File: config.mk
export PLATFORM = sky130hd
export DESIGN_NAME = bt_xfer_chan
export DESIGN_NICKNAME = d
export VERILOG_FILES = /design/src/rtl/bt_chan_pkg.sv /design/src/rtl/bt_rst_sync.sv /design/src/rtl/bt_fifo.sv /design/src/rtl/bt_nmi_gen.sv /design/src/rtl/bt_port_dec.sv /design/src/rtl/bt_xfer_chan.sv
export SDC_FILE = /design/constraint.sdc
export NUM_CORES = 1
export LEC_CHECK = 0
export BUFFER_PORTS_ARGS = -buffer_cell sky130_fd_sc_hd__buf_2
export CAP_MARGIN = 5
export CORE_ASPECT_RATIO = 0.9
export CORE_MARGIN = 10
export CORE_UTILIZATION = 45
export DETAILED_ROUTE_END_ITERATION = 6
export MAX_ROUTING_LAYER = met4
export PLACE_DENSITY_LB_ADDON = 0.05
export REMOVE_ABC_BUFFERS = 1
export SETUP_SLACK_MARGIN = 0.1
export SLEW_MARGIN = 30
export SYNTH_ARGS = -nofsm -noshare
export SYNTH_HDL_FRONTEND = slang
export SYNTH_SLANG_ARGS = --single-unit
export TNS_END_PERCENT = 1
File: constraint.sdc
create_clock -name clk -period 1.5 [get_ports clk]
set_input_delay 0.225 -clock clk [delete_from_list [all_inputs] [get_ports clk]]
set_output_delay 0.225 -clock clk [all_outputs]
set_load 0.01 [all_outputs]
File: src/rtl/bt_chan_pkg.sv
`timescale 1ns/1ps
package bt_chan_pkg;

  typedef enum logic {
    DIR_H2P = 1'b0,
    DIR_P2H = 1'b1
  } xfer_dir_e;

  localparam logic OFS_STAT = 1'b0;
  localparam logic OFS_DATA = 1'b1;

  localparam int SIDE_HOST = 0;
  localparam int SIDE_PARA = 1;
  localparam int N_SIDES   = 2;

  // status byte: [7] occupied, [6] room left, rest zero
  function automatic logic [7:0] mk_status(input logic occupied, input logic room);
    return {occupied, room, 6'b00_0000};
  endfunction

endpackage

File: src/rtl/bt_rst_sync.sv
`timescale 1ns/1ps
module bt_rst_sync #(
  parameter int STAGES = 2
) (
  input  logic clk,
  input  logic arst_n,
  output logic srst_n
);

  logic [STAGES-1:0] sync_q;
  logic [STAGES-1:0] sync_d;

  always_comb begin
    sync_d = {sync_q[STAGES-2:0], 1'b1};
  end

  always_ff @(posedge clk or negedge arst_n) begin
    if (!arst_n) begin
      sync_q <= '0;
    end else begin
      sync_q <= sync_d;
    end
  end

  assign srst_n = sync_q[STAGES-1];

endmodule

File: src/rtl/bt_fifo.sv
`timescale 1ns/1ps
module bt_fifo #(
  parameter  int DW        = 8,
  parameter  int MAX_DEPTH = 2,
  localparam int CW        = $clog2(MAX_DEPTH + 1)
) (
  input  logic          clk,
  input  logic          rst_n,
  input  logic          flush,
  input  logic [CW-1:0] depth,
  input  logic          push_req,
  input  logic          pop_req,
  input  logic [DW-1:0] wdata,
  output logic          push_acc,
  output logic          pop_acc,
  output logic [DW-1:0] head,
  output logic [CW-1:0] count,
  output logic [CW-1:0] count_nxt
);

  localparam int PW = (MAX_DEPTH > 1) ? $clog2(MAX_DEPTH) : 1;
  localparam logic [PW-1:0] LAST_IDX = PW'(MAX_DEPTH - 1);

  logic [DW-1:0] mem_q [MAX_DEPTH];
  logic [PW-1:0] rptr_q, rptr_d;
  logic [PW-1:0] wptr_q, wptr_d;
  logic [CW-1:0] cnt_q,  cnt_d;

  function automatic logic [PW-1:0] ptr_inc(input logic [PW-1:0] p);
    return (p == LAST_IDX) ? '0 : p + PW'(1);
  endfunction

  always_comb begin
    push_acc = push_req && !flush && (cnt_q < depth);
    pop_acc  = pop_req  && !flush && (cnt_q != '0);
    rptr_d   = rptr_q;
    wptr_d   = wptr_q;
    cnt_d    = cnt_q;
    if (flush) begin
      rptr_d = '0;
      wptr_d = '0;
      cnt_d  = '0;
    end else begin
      if (push_acc) wptr_d = ptr_inc(wptr_q);
      if (pop_acc)  rptr_d = ptr_inc(rptr_q);
      cnt_d = cnt_q + CW'(push_acc) - CW'(pop_acc);
    end
  end

  always_ff @(posedge clk or negedge rst_n) begin
    if (!rst_n) begin
      rptr_q <= '0;
      wptr_q <= '0;
      cnt_q  <= '0;
    end else begin
      rptr_q <= rptr_d;
      wptr_q <= wptr_d;
      cnt_q  <= cnt_d;
    end
  end

  // storage: no reset, written only under its enable
  always_ff @(posedge clk) begin
    if (push_acc) begin
      mem_q[wptr_q] <= wdata;
    end
  end

  assign head      = mem_q[rptr_q];
  assign count     = cnt_q;
  assign count_nxt = cnt_d;


  cnt_le_depth_chk: assert property (@(posedge clk) disable iff (!rst_n)
    cnt_q <= depth);


  flush_empty_chk: assert property (@(posedge clk) disable iff (!rst_n)
    flush |=> (cnt_q == '0));

endmodule

File: src/rtl/bt_nmi_gen.sv
`timescale 1ns/1ps
module bt_nmi_gen
  import bt_chan_pkg::*;
#(
  parameter int CW = 2
) (
  input  logic          clk,
  input  logic          rst_n,
  input  logic          flush,
  input  xfer_dir_e     dir,
  input  logic [CW-1:0] depth,
  input  logic          push_acc,
  input  logic          pop_acc,
  input  logic [CW-1:0] count_nxt,
  input  logic          para_acc,
  output logic          nmi
);

  logic nmi_q, nmi_d;
  logic set_evt;

  always_comb begin
    if (dir == DIR_H2P) begin
      set_evt = push_acc && (count_nxt == depth);
    end else begin
      set_evt = pop_acc && (count_nxt == '0);
    end
    set_evt = set_evt && !flush;

    nmi_d = nmi_q;
    if (flush) begin
      nmi_d = 1'b0;
    end else if (set_evt) begin
      nmi_d = 1'b1;
    end else if (para_acc) begin
      nmi_d = 1'b0;
    end
  end

  always_ff @(posedge clk or negedge rst_n) begin
    if (!rst_n) begin
      nmi_q <= 1'b0;
    end else begin
      nmi_q <= nmi_d;
    end
  end

  assign nmi = nmi_q;


  nmi_rise_chk: assert property (@(posedge clk) disable iff (!rst_n)
    $rose(nmi_q) |-> $past(push_acc || pop_acc));


  nmi_fall_chk: assert property (@(posedge clk) disable iff (!rst_n)
    $fell(nmi_q) |-> $past(para_acc || flush));


  flush_nmi_chk: assert property (@(posedge clk) disable iff (!rst_n)
    flush |=> !nmi_q);

endmodule

File: src/rtl/bt_port_dec.sv
`timescale 1ns/1ps
module bt_port_dec
  import bt_chan_pkg::*;
#(
  parameter int DW = 8
) (
  input  logic          sel,
  input  logic          ofs,
  input  logic          rd,
  input  logic          wr,
  input  logic          is_writer,
  input  logic [7:0]    status,
  input  logic [DW-1:0] head,
  input  logic          nonempty,
  output logic          push_req,
  output logic          pop_req,
  output logic [DW-1:0] rdata
);

  logic data_hit;

  always_comb begin
    data_hit = sel && (ofs == OFS_DATA);
    push_req = data_hit && wr && is_writer;
    pop_req  = data_hit && rd && !is_writer;
    rdata    = '0;
    if (sel && rd) begin
      if (ofs == OFS_STAT) begin
        rdata = DW'(status);
      end else if (!is_writer && nonempty) begin
        rdata = head;
      end
    end
  end

endmodule

File: src/rtl/bt_xfer_chan.sv
`timescale 1ns/1ps
module bt_xfer_chan
  import bt_chan_pkg::*;
#(
  parameter int DW        = 8,
  parameter int MAX_DEPTH = 2
) (
  input  logic          clk,
  input  logic          rst_n,
  input  logic          cfg_wide_i,
  input  logic          cfg_dir_i,
  input  logic          h_sel_i,
  input  logic          h_ofs_i,
  input  logic          h_rd_i,
  input  logic          h_wr_i,
  input  logic [DW-1:0] h_wdata_i,
  output logic [DW-1:0] h_rdata_o,
  input  logic          p_sel_i,
  input  logic          p_ofs_i,
  input  logic          p_rd_i,
  input  logic          p_wr_i,
  input  logic [DW-1:0] p_wdata_i,
  output logic [DW-1:0] p_rdata_o,
  output logic          nmi_o
);

  localparam int CW = $clog2(MAX_DEPTH + 1);
  localparam logic [CW-1:0] DEPTH_NARROW = CW'(1);
  localparam logic [CW-1:0] DEPTH_WIDE   = CW'(MAX_DEPTH);

  logic      srst_n;
  logic      wide_q, wide_d;
  xfer_dir_e dir_q,  dir_d;
  logic      flush;
  logic [CW-1:0] depth;

  logic          push_req, pop_req, push_acc, pop_acc;
  logic [DW-1:0] fifo_wdata, fifo_head;
  logic [CW-1:0] fifo_cnt, fifo_cnt_nxt;
  logic [7:0]    status;
  logic          para_acc;

  logic [N_SIDES-1:0] s_sel, s_ofs, s_rd, s_wr, s_push, s_pop;
  logic [DW-1:0]      s_rdata [N_SIDES];

  bt_rst_sync #(.STAGES(2)) u_rst_sync (
    .clk    (clk),
    .arst_n (rst_n),
    .srst_n (srst_n)
  );

  // configuration capture; a mismatch is a flush cycle
  always_comb begin
    flush  = (cfg_wide_i != wide_q) || (xfer_dir_e'(cfg_dir_i) != dir_q);
    wide_d = wide_q;
    dir_d  = dir_q;
    if (flush) begin
      wide_d = cfg_wide_i;
      dir_d  = xfer_dir_e'(cfg_dir_i);
    end
    depth = wide_q ? DEPTH_WIDE : DEPTH_NARROW;
  end

  always_ff @(posedge clk or negedge srst_n) begin
    if (!srst_n) begin
      wide_q <= 1'b0;
      dir_q  <= DIR_H2P;
    end else begin
      wide_q <= wide_d;
      dir_q  <= dir_d;
    end
  end

  assign s_sel = {p_sel_i, h_sel_i};
  assign s_ofs = {p_ofs_i, h_ofs_i};
  assign s_rd  = {p_rd_i,  h_rd_i};
  assign s_wr  = {p_wr_i,  h_wr_i};

  assign status = mk_status(fifo_cnt != '0, fifo_cnt < depth);

  for (genvar s = 0; s < N_SIDES; s++) begin : g_side
    logic is_wr;
    assign is_wr = (dir_q == DIR_H2P) ? (s == SIDE_HOST) : (s == SIDE_PARA);

    bt_port_dec #(.DW(DW)) u_dec (
      .sel       (s_sel[s]),
      .ofs       (s_ofs[s]),
      .rd        (s_rd[s]),
      .wr        (s_wr[s]),
      .is_writer (is_wr),
      .status    (status),
      .head      (fifo_head),
      .nonempty  (fifo_cnt != '0),
      .push_req  (s_push[s]),
      .pop_req   (s_pop[s]),
      .rdata     (s_rdata[s])
    );
  end

  always_comb begin
    push_req   = |s_push;
    pop_req    = |s_pop;
    fifo_wdata = (dir_q == DIR_H2P) ? h_wdata_i : p_wdata_i;
    para_acc   = p_sel_i && (p_ofs_i == OFS_DATA) && (p_rd_i || p_wr_i);
  end

  bt_fifo #(.DW(DW), .MAX_DEPTH(MAX_DEPTH)) u_fifo (
    .clk       (clk),
    .rst_n     (srst_n),
    .flush     (flush),
    .depth     (depth),
    .push_req  (push_req),
    .pop_req   (pop_req),
    .wdata     (fifo_wdata),
    .push_acc  (push_acc),
    .pop_acc   (pop_acc),
    .head      (fifo_head),
    .count     (fifo_cnt),
    .count_nxt (fifo_cnt_nxt)
  );

  bt_nmi_gen #(.CW(CW)) u_nmi (
    .clk       (clk),
    .rst_n     (srst_n),
    .flush     (flush),
    .dir       (dir_q),
    .depth     (depth),
    .push_acc  (push_acc),
    .pop_acc   (pop_acc),
    .count_nxt (fifo_cnt_nxt),
    .para_acc  (para_acc),
    .nmi       (nmi_o)
  );

  assign h_rdata_o = s_rdata[SIDE_HOST];
  assign p_rdata_o = s_rdata[SIDE_PARA];


  h_rw_excl_chk: assert property (@(posedge clk) disable iff (!srst_n)
    !(h_sel_i && h_rd_i && h_wr_i));


  p_rw_excl_chk: assert property (@(posedge clk) disable iff (!srst_n)
    !(p_sel_i && p_rd_i && p_wr_i));


  wrong_side_chk: assert property (@(posedge clk) disable iff (!srst_n)
    (!flush
     && !(h_sel_i && (h_ofs_i == OFS_DATA) && ((dir_q == DIR_H2P) ? h_wr_i : h_rd_i))
     && !(p_sel_i && (p_ofs_i == OFS_DATA) && ((dir_q == DIR_H2P) ? p_rd_i : p_wr_i)))
    |=> $stable(fifo_cnt));

endmodule

Word level (Yosys, flattened, before mapping)

Memory sizes are Yosys's and may differ from the RTL's.
Cells that the tools add are included.
Widths: inputs -> output; s select.

Add/subtract/negate cells: 4
Order comparisons: 1
Equal/unequal tests: 3
Mux-type cells: 23
Reductions and logical operators: 33

Operator list:

| cell                | number |
|---|---|
| $mux 8              | 7 |
| $logic_and 1x1->1   | 22 |
| $mux 1              | 14 |
| $reduce_bool 2->1   | 3 |
| $mux 2              | 2 |
| $reduce_or 2->1     | 2 |
| $reduce_bool 3->1   | 1 |
| $add 1x1->1 const B | 2 |
| $add 2x1->2         | 1 |
| $eq 2x2->1          | 1 |
| $logic_not 1->1     | 2 |
| $logic_not 2->1     | 1 |
| $logic_or 1x1->1    | 2 |
| $lt 2x2->1          | 1 |
| $ne 1x1->1          | 2 |
| $sub 2x1->2         | 1 |

Register bits after elaboration: 9
RAM bits: 16
Input bits: 28
Output and inout bits: 17
Memories kept: 1

Memories:

| name         | depth | width | rd ports | clocked after Yosys merged registers in | write ports | line          | text |
|---|---|---|---|---|---|---|---|
| u_fifo.mem_q | 2     | 8     | 1        | 0                                       | 1           | bt_fifo.sv:24 | `logic [DW-1:0] mem_q [MAX_DEPTH];` |

Logic depth before layout (Yosys ltp)

Depth after elaboration: 15
Depth in mapped cells: 12

By module

A second synthesis with hierarchy kept.

Cells, all modules: 116
Area, all modules: 1508.9 um^2

Modules (own cells, without submodules):

| module       | instances | cells each | area each (um^2) | sequential area each (um^2) |
|---|---|---|---|---|
| bt_fifo      | 1         | 50         | 847.1            | 580.6 |
| bt_xfer_chan | 1         | 26         | 274.0            | 50.0 |
| bt_port_dec  | 2         | 14         | 130.1            | 0.0 |
| bt_nmi_gen   | 1         | 9          | 73.8             | 25.0 |
| bt_rst_sync  | 1         | 3          | 53.8             | 50.0 |

Worst setup path after synthesis

Ideal clock, no wire load.

Kind: register to register
Start: reg wide_q
End: reg u_nmi.nmi_q (netlist: u_nmi.nmi)
Arrival: 2.457 ns
Required time: 1.370 ns
Path slack: -1.087 ns
Stages on the path, launching flop included: 13
Buffers on the path: 0
Period minus slack after synthesis: 2.587 ns
Path through: dfrtp_1 -> inv_1 -> ha_1 -> o21a_1 -> a211oi_2 -> nand2_2 -> ha_1 -> inv_1 -> ha_1 -> xnor3_1 -> and3b_1 -> a32oi_1 -> o31ai_2

Longest elaborated chain between the ends: 14

Ends and longest elaborated chain:

| element                                             | line               | text |
|---|---|---|
| start, declared                                     | bt_xfer_chan.sv:32 | `logic wide_q, wide_d;` |
| start signal, assigned                              | bt_xfer_chan.sv:69 | `wide_q <= wide_d;` |
| branches (longest 14 deep; another with $lt 2x2->1) | -                  |  |
| end signal, assigned                                | bt_nmi_gen.sv:44   | `nmi_q <= nmi_d;` |
| end, declared                                       | bt_nmi_gen.sv:19   | `logic nmi_q, nmi_d;` |

Parallel ways; which one is timed is not known.
A chain may end at the register's enable or synchronous reset.

Worst setup path in the final report

Ends and elaborated chain as after synthesis.

==> flow_metrics.env <==
export IMPL_synth_common_cells="16 x edfxtp_1, 14 x nor2_1, 9 x dfrtp_1, 9 x mux2_2, 8 x mux2i_1"
export IMPL_multi_input_area_um2=723
export IMPL_skew_ns=0.00640
export IMPL_period_share_pct=168
export IMPL_swShare_pct=23.7
export IMPL_p_seq_share_pct=60.4
export IMPL_path_cells="inv_2, ha_4, o21a_1, a211oi_2, nand2_2, ha_4, inv_2, ha_4, xnor3_2, and3b_1, a32oi_1, o31ai_2"
export IMPL_portBuffers=44
export IMPL_clk_insertion_delay_late_ns=0.31
export IMPL_hold_viol_final=0
export IMPL_final_setup_viol_count=37
export IMPL_final_antenna_net_count=0
export IMPL_worst_path_max_delay_cell="dfrtp_1"
export IMPL_status="finished with violations"
export IMPL_place_hpwl_um=2630
export IMPL_cts_root_buf="clkbuf_4"
export IMPL_dpl_instance_area_um2=1740
export IMPL_synth_cells=105
export IMPL_cts_htree_levels=1
export IMPL_die_area_um2=5590
export IMPL_synth_top_flop_cell="edfxtp_1"
export IMPL_arrival_ns=2.72
export IMPL_slew_viol_final=0
export IMPL_gp_congestion=0.836
export IMPL_synth_warnings=0
export IMPL_yosysTopAreaCell="edfxtp_1"
export IMPL_cts_max_path_buffers=2
export IMPL_hold_path_class="input pin to flop"
export IMPL_num_io_pins=45
export IMPL_cpLargestDelayFamily="compound AO/OA/AOI/OAI gates"
export IMPL_synth_seq_area_share_pct=52.3
export IMPL_grt_max_degree=15
export IMPL_crit_fanout=4
export IMPL_yosys_area_top_type_share_pct=35.6
export IMPL_fill_cells=215
export IMPL_yosys_cell_count_top_type="edfxtp_1"
export IMPL_dr_total_vias=1063
export IMPL_synthArstFlopShare_pct=36.0
export IMPL_drt_vias_per_instance=4.94
export IMPL_switching_power_w=0.000298
export IMPL_synth_area_um2=1350
export IMPL_power_frac_comb_pct=16.2
export IMPL_n_antenna_cell=0
export IMPL_drc=0
export IMPL_start_util_pct=47.9
export IMPL_cap_violations=0
export IMPL_startpoint_type="flop"
export IMPL_clkTransAtPathRegs_ns=0.13
export IMPL_synthTopCellsByArea="edfxtp_1 36%, dfrtp_1 17%, mux2_2 7.5%"
export IMPL_critPathMaxStageDelay_ns=0.41
export IMPL_grt_use_total_pct=12.6
export IMPL_rrSetupSlack_ns=-1.02
export IMPL_fin_crit_ns=2.52
export IMPL_fin_cells=215
export IMPL_worstSetupPathType="flop to flop"
export IMPL_synthToLayoutAreaGrowth_pct=47.5
export IMPL_crit_top_cell="ha_4"
export IMPL_fmax_mhz=397
export IMPL_first_global_vias=1177
export IMPL_synth_area_per_cell_um2=12.8
export IMPL_p_leak_nw=0.860
export IMPL_power_density_nw_per_um2=630
export IMPL_fin_nets=207
export IMPL_violations="setup timing"
export IMPL_clockPowerShare_pct=23.3
export IMPL_ys_types=37
export IMPL_synth_seq_cells=25
export IMPL_ir_worst_vdd_v=0.000536
export IMPL_drive_gt1_share_pct=65.7
export IMPL_cp_buffers_inverters=2
export IMPL_worst_slack_ns=-1.02
export IMPL_grt_pass1_wl_um=5510
export IMPL_cp_end_kind="flop"
export IMPL_drt_wl_total_um=3470
export IMPL_core_area_um2=2820
export IMPL_dp_cells=203
export IMPL_synth_edff_count=16
export IMPL_rsz0062_at_grt="true"
export IMPL_antenna_found_initial=0
export IMPL_overflow=0
export IMPL_cts_sinks=25
export IMPL_final_area_um2=1990
export IMPL_drt_iter0_drc=47
export IMPL_cts_tree="done"
export IMPL_rows=18
export IMPL_cts_made_buffers=3
export IMPL_dieWidth_um=77.7
export IMPL_routedWlPerCell_um=16.2
export IMPL_first_pass_iters=4
export IMPL_required_ns=1.70
export IMPL_fp_dieH_um=71.9
export IMPL_seq_area_um2=707
export IMPL_cellInternalPower_w=0.000956
export IMPL_preCtsSetupSlack_ns=-1.07
layout make-up:
| cell class | count | area share [%] |
|---|---|---|
| clock buffer | 3 | 1.13 |
| clock inverter | 1 | 0.252 |
| inverter | 2 | 0.377 |
| multi-input combinational | 71 | 36.4 |
| sequential | 25 | 35.5 |
| tap | 40 | 2.52 |
| timing repair buffer | 73 | 23.8 |
final timing paths:
kind                                                 from                   endpoint  cells past startpoint
setup / recovery                       wide_q$_DFFE_PN0P_      u_nmi.nmi$_DFFE_PN0P_                     12
hold / removal                                 cfg_wide_i         wide_q$_DFFE_PN0P_                      1
setup reg to reg                       wide_q$_DFFE_PN0P_      u_nmi.nmi$_DFFE_PN0P_                     12
hold reg to reg            u_rst_sync.sync_q[1]$_DFF_PN0_  u_fifo.wptr_q$_DFFE_PN0P_                      0
max in group asynchronous  u_rst_sync.sync_q[1]$_DFF_PN0_          dir_q$_DFFE_PN0P_                      0
min in group asynchronous  u_rst_sync.sync_q[1]$_DFF_PN0_  u_fifo.wptr_q$_DFFE_PN0P_                      0
power groups by stage:
| stage | registers, W | logic (W) | clock network, W |
|---|---|---|---|
| 3_5_place_dp | 0.000771 | 0.000168 | 0 |
| 5_1_grt | 0.000760 | 0.000221 | 0.000343 |
| 6_report | 0.000758 | 0.000203 | 0.000293 |
| 4_1_cts | 0.000757 | 0.000188 | 0.000309 |
| 2_1_floorplan | 0.000774 | 0.0000667 | 0 |
| 3_3_place_gp | 0.000771 | 0.000163 | 0 |
metal layers:
| layer | routed length (µm) | up-vias | GRT usage (%) | part of all wire [%] |
|---|---|---|---|---|
| li1 | - | 520 | - | - |
| met2 | 1700 | 35 | 21.1 | 49 |
| met1 | 1590 | 506 | 14.6 | 46 |
| met3 | 155 | 2 | 3.08 | 4.5 |
| met5 | 0 | - | - | 0 |
| met4 | 25 | 0 | 4.05 | 0.72 |
placed cells by master (no fill, tap or decap), types with 2 or more instances in the layout:
cell type / netlist / final
buf_4: 0 / 19
nor2_4: 0 / 2
mux2i_1: 8 / 8
nor2_1: 14 / 11
edfxtp_1: 16 / 16
nand4_1: 2 / 2
o32ai_2: 0 / 2
nor2_2: 1 / 2
nand2_2: 1 / 2
buf_2: 2 / 44
inv_2: 0 / 2
clkbuf_4: 0 / 3
ha_4: 0 / 3
mux2_2: 9 / 8
buf_6: 1 / 9
or2_4: 0 / 3
dfrtp_1: 9 / 8
a211oi_2: 1 / 3
nand2_1: 4 / 3
registers in the layout, summed over array words and instances, names as in the netlist:
name	flops
u_fifo.count	2
wide_q	1
u_rst_sync.sync_q	2
u_fifo.rptr_q	1
dir_q	1
u_fifo.wptr_q	1
u_nmi.nmi	1
u_fifo.mem_q	16
through the flow:
| stage | setup TNS [ns] | total power, W | utilization (%) | hold slack, ns |
|---|---|---|---|---|
| after detailed placement | -8.27 | 0.000940 | 61.8 | 0.0130 |
| after global routing | -18.11 | 0.00132 | 70.7 | 0.0337 |
| after CTS | -14.60 | 0.00125 | 67.9 | 0.0532 |
| after floorplan | -10.12 | 0.000841 | - | -0.0706 |
| final | -14.96 | 0.00125 | 70.7 | 0.0745 |
| after global placement | -6.69 | 0.000934 | 61.8 | 0.0107 |
cells by family (layout without fill, tap and decap cells):
| kind of cell | after synthesis | count (layout) | synth area share [%] |
|---|---|---|---|
| xor+xnor | 4 | 4 | 4.73 |
| mux | 17 | 17 | 13.5 |
| fa+ha+maj | 3 | 3 | 2.78 |
| flops | 25 | 25 | 52.3 |
| other cells | 1 | 1 | 0.278 |
| simple gates | 35 | 35 | 14.8 |
| buf+inv | 9 | 79 | 3.25 |
| compound gates | 11 | 11 | 8.44 |
repair_timing:
| item | CTS | global route |
|---|---|---|
| endpoints found under the setup margin | 51 | 39 |
| buffers inserted | 6 | 1 |
| gates resized for setup | 19 | 17 |
| pin swaps | 14 | 5 |
| hold buffers | 1 | 0 |
| hold endpoints to repair | 2 | 0 |
(Power assumes the default switching activity.)
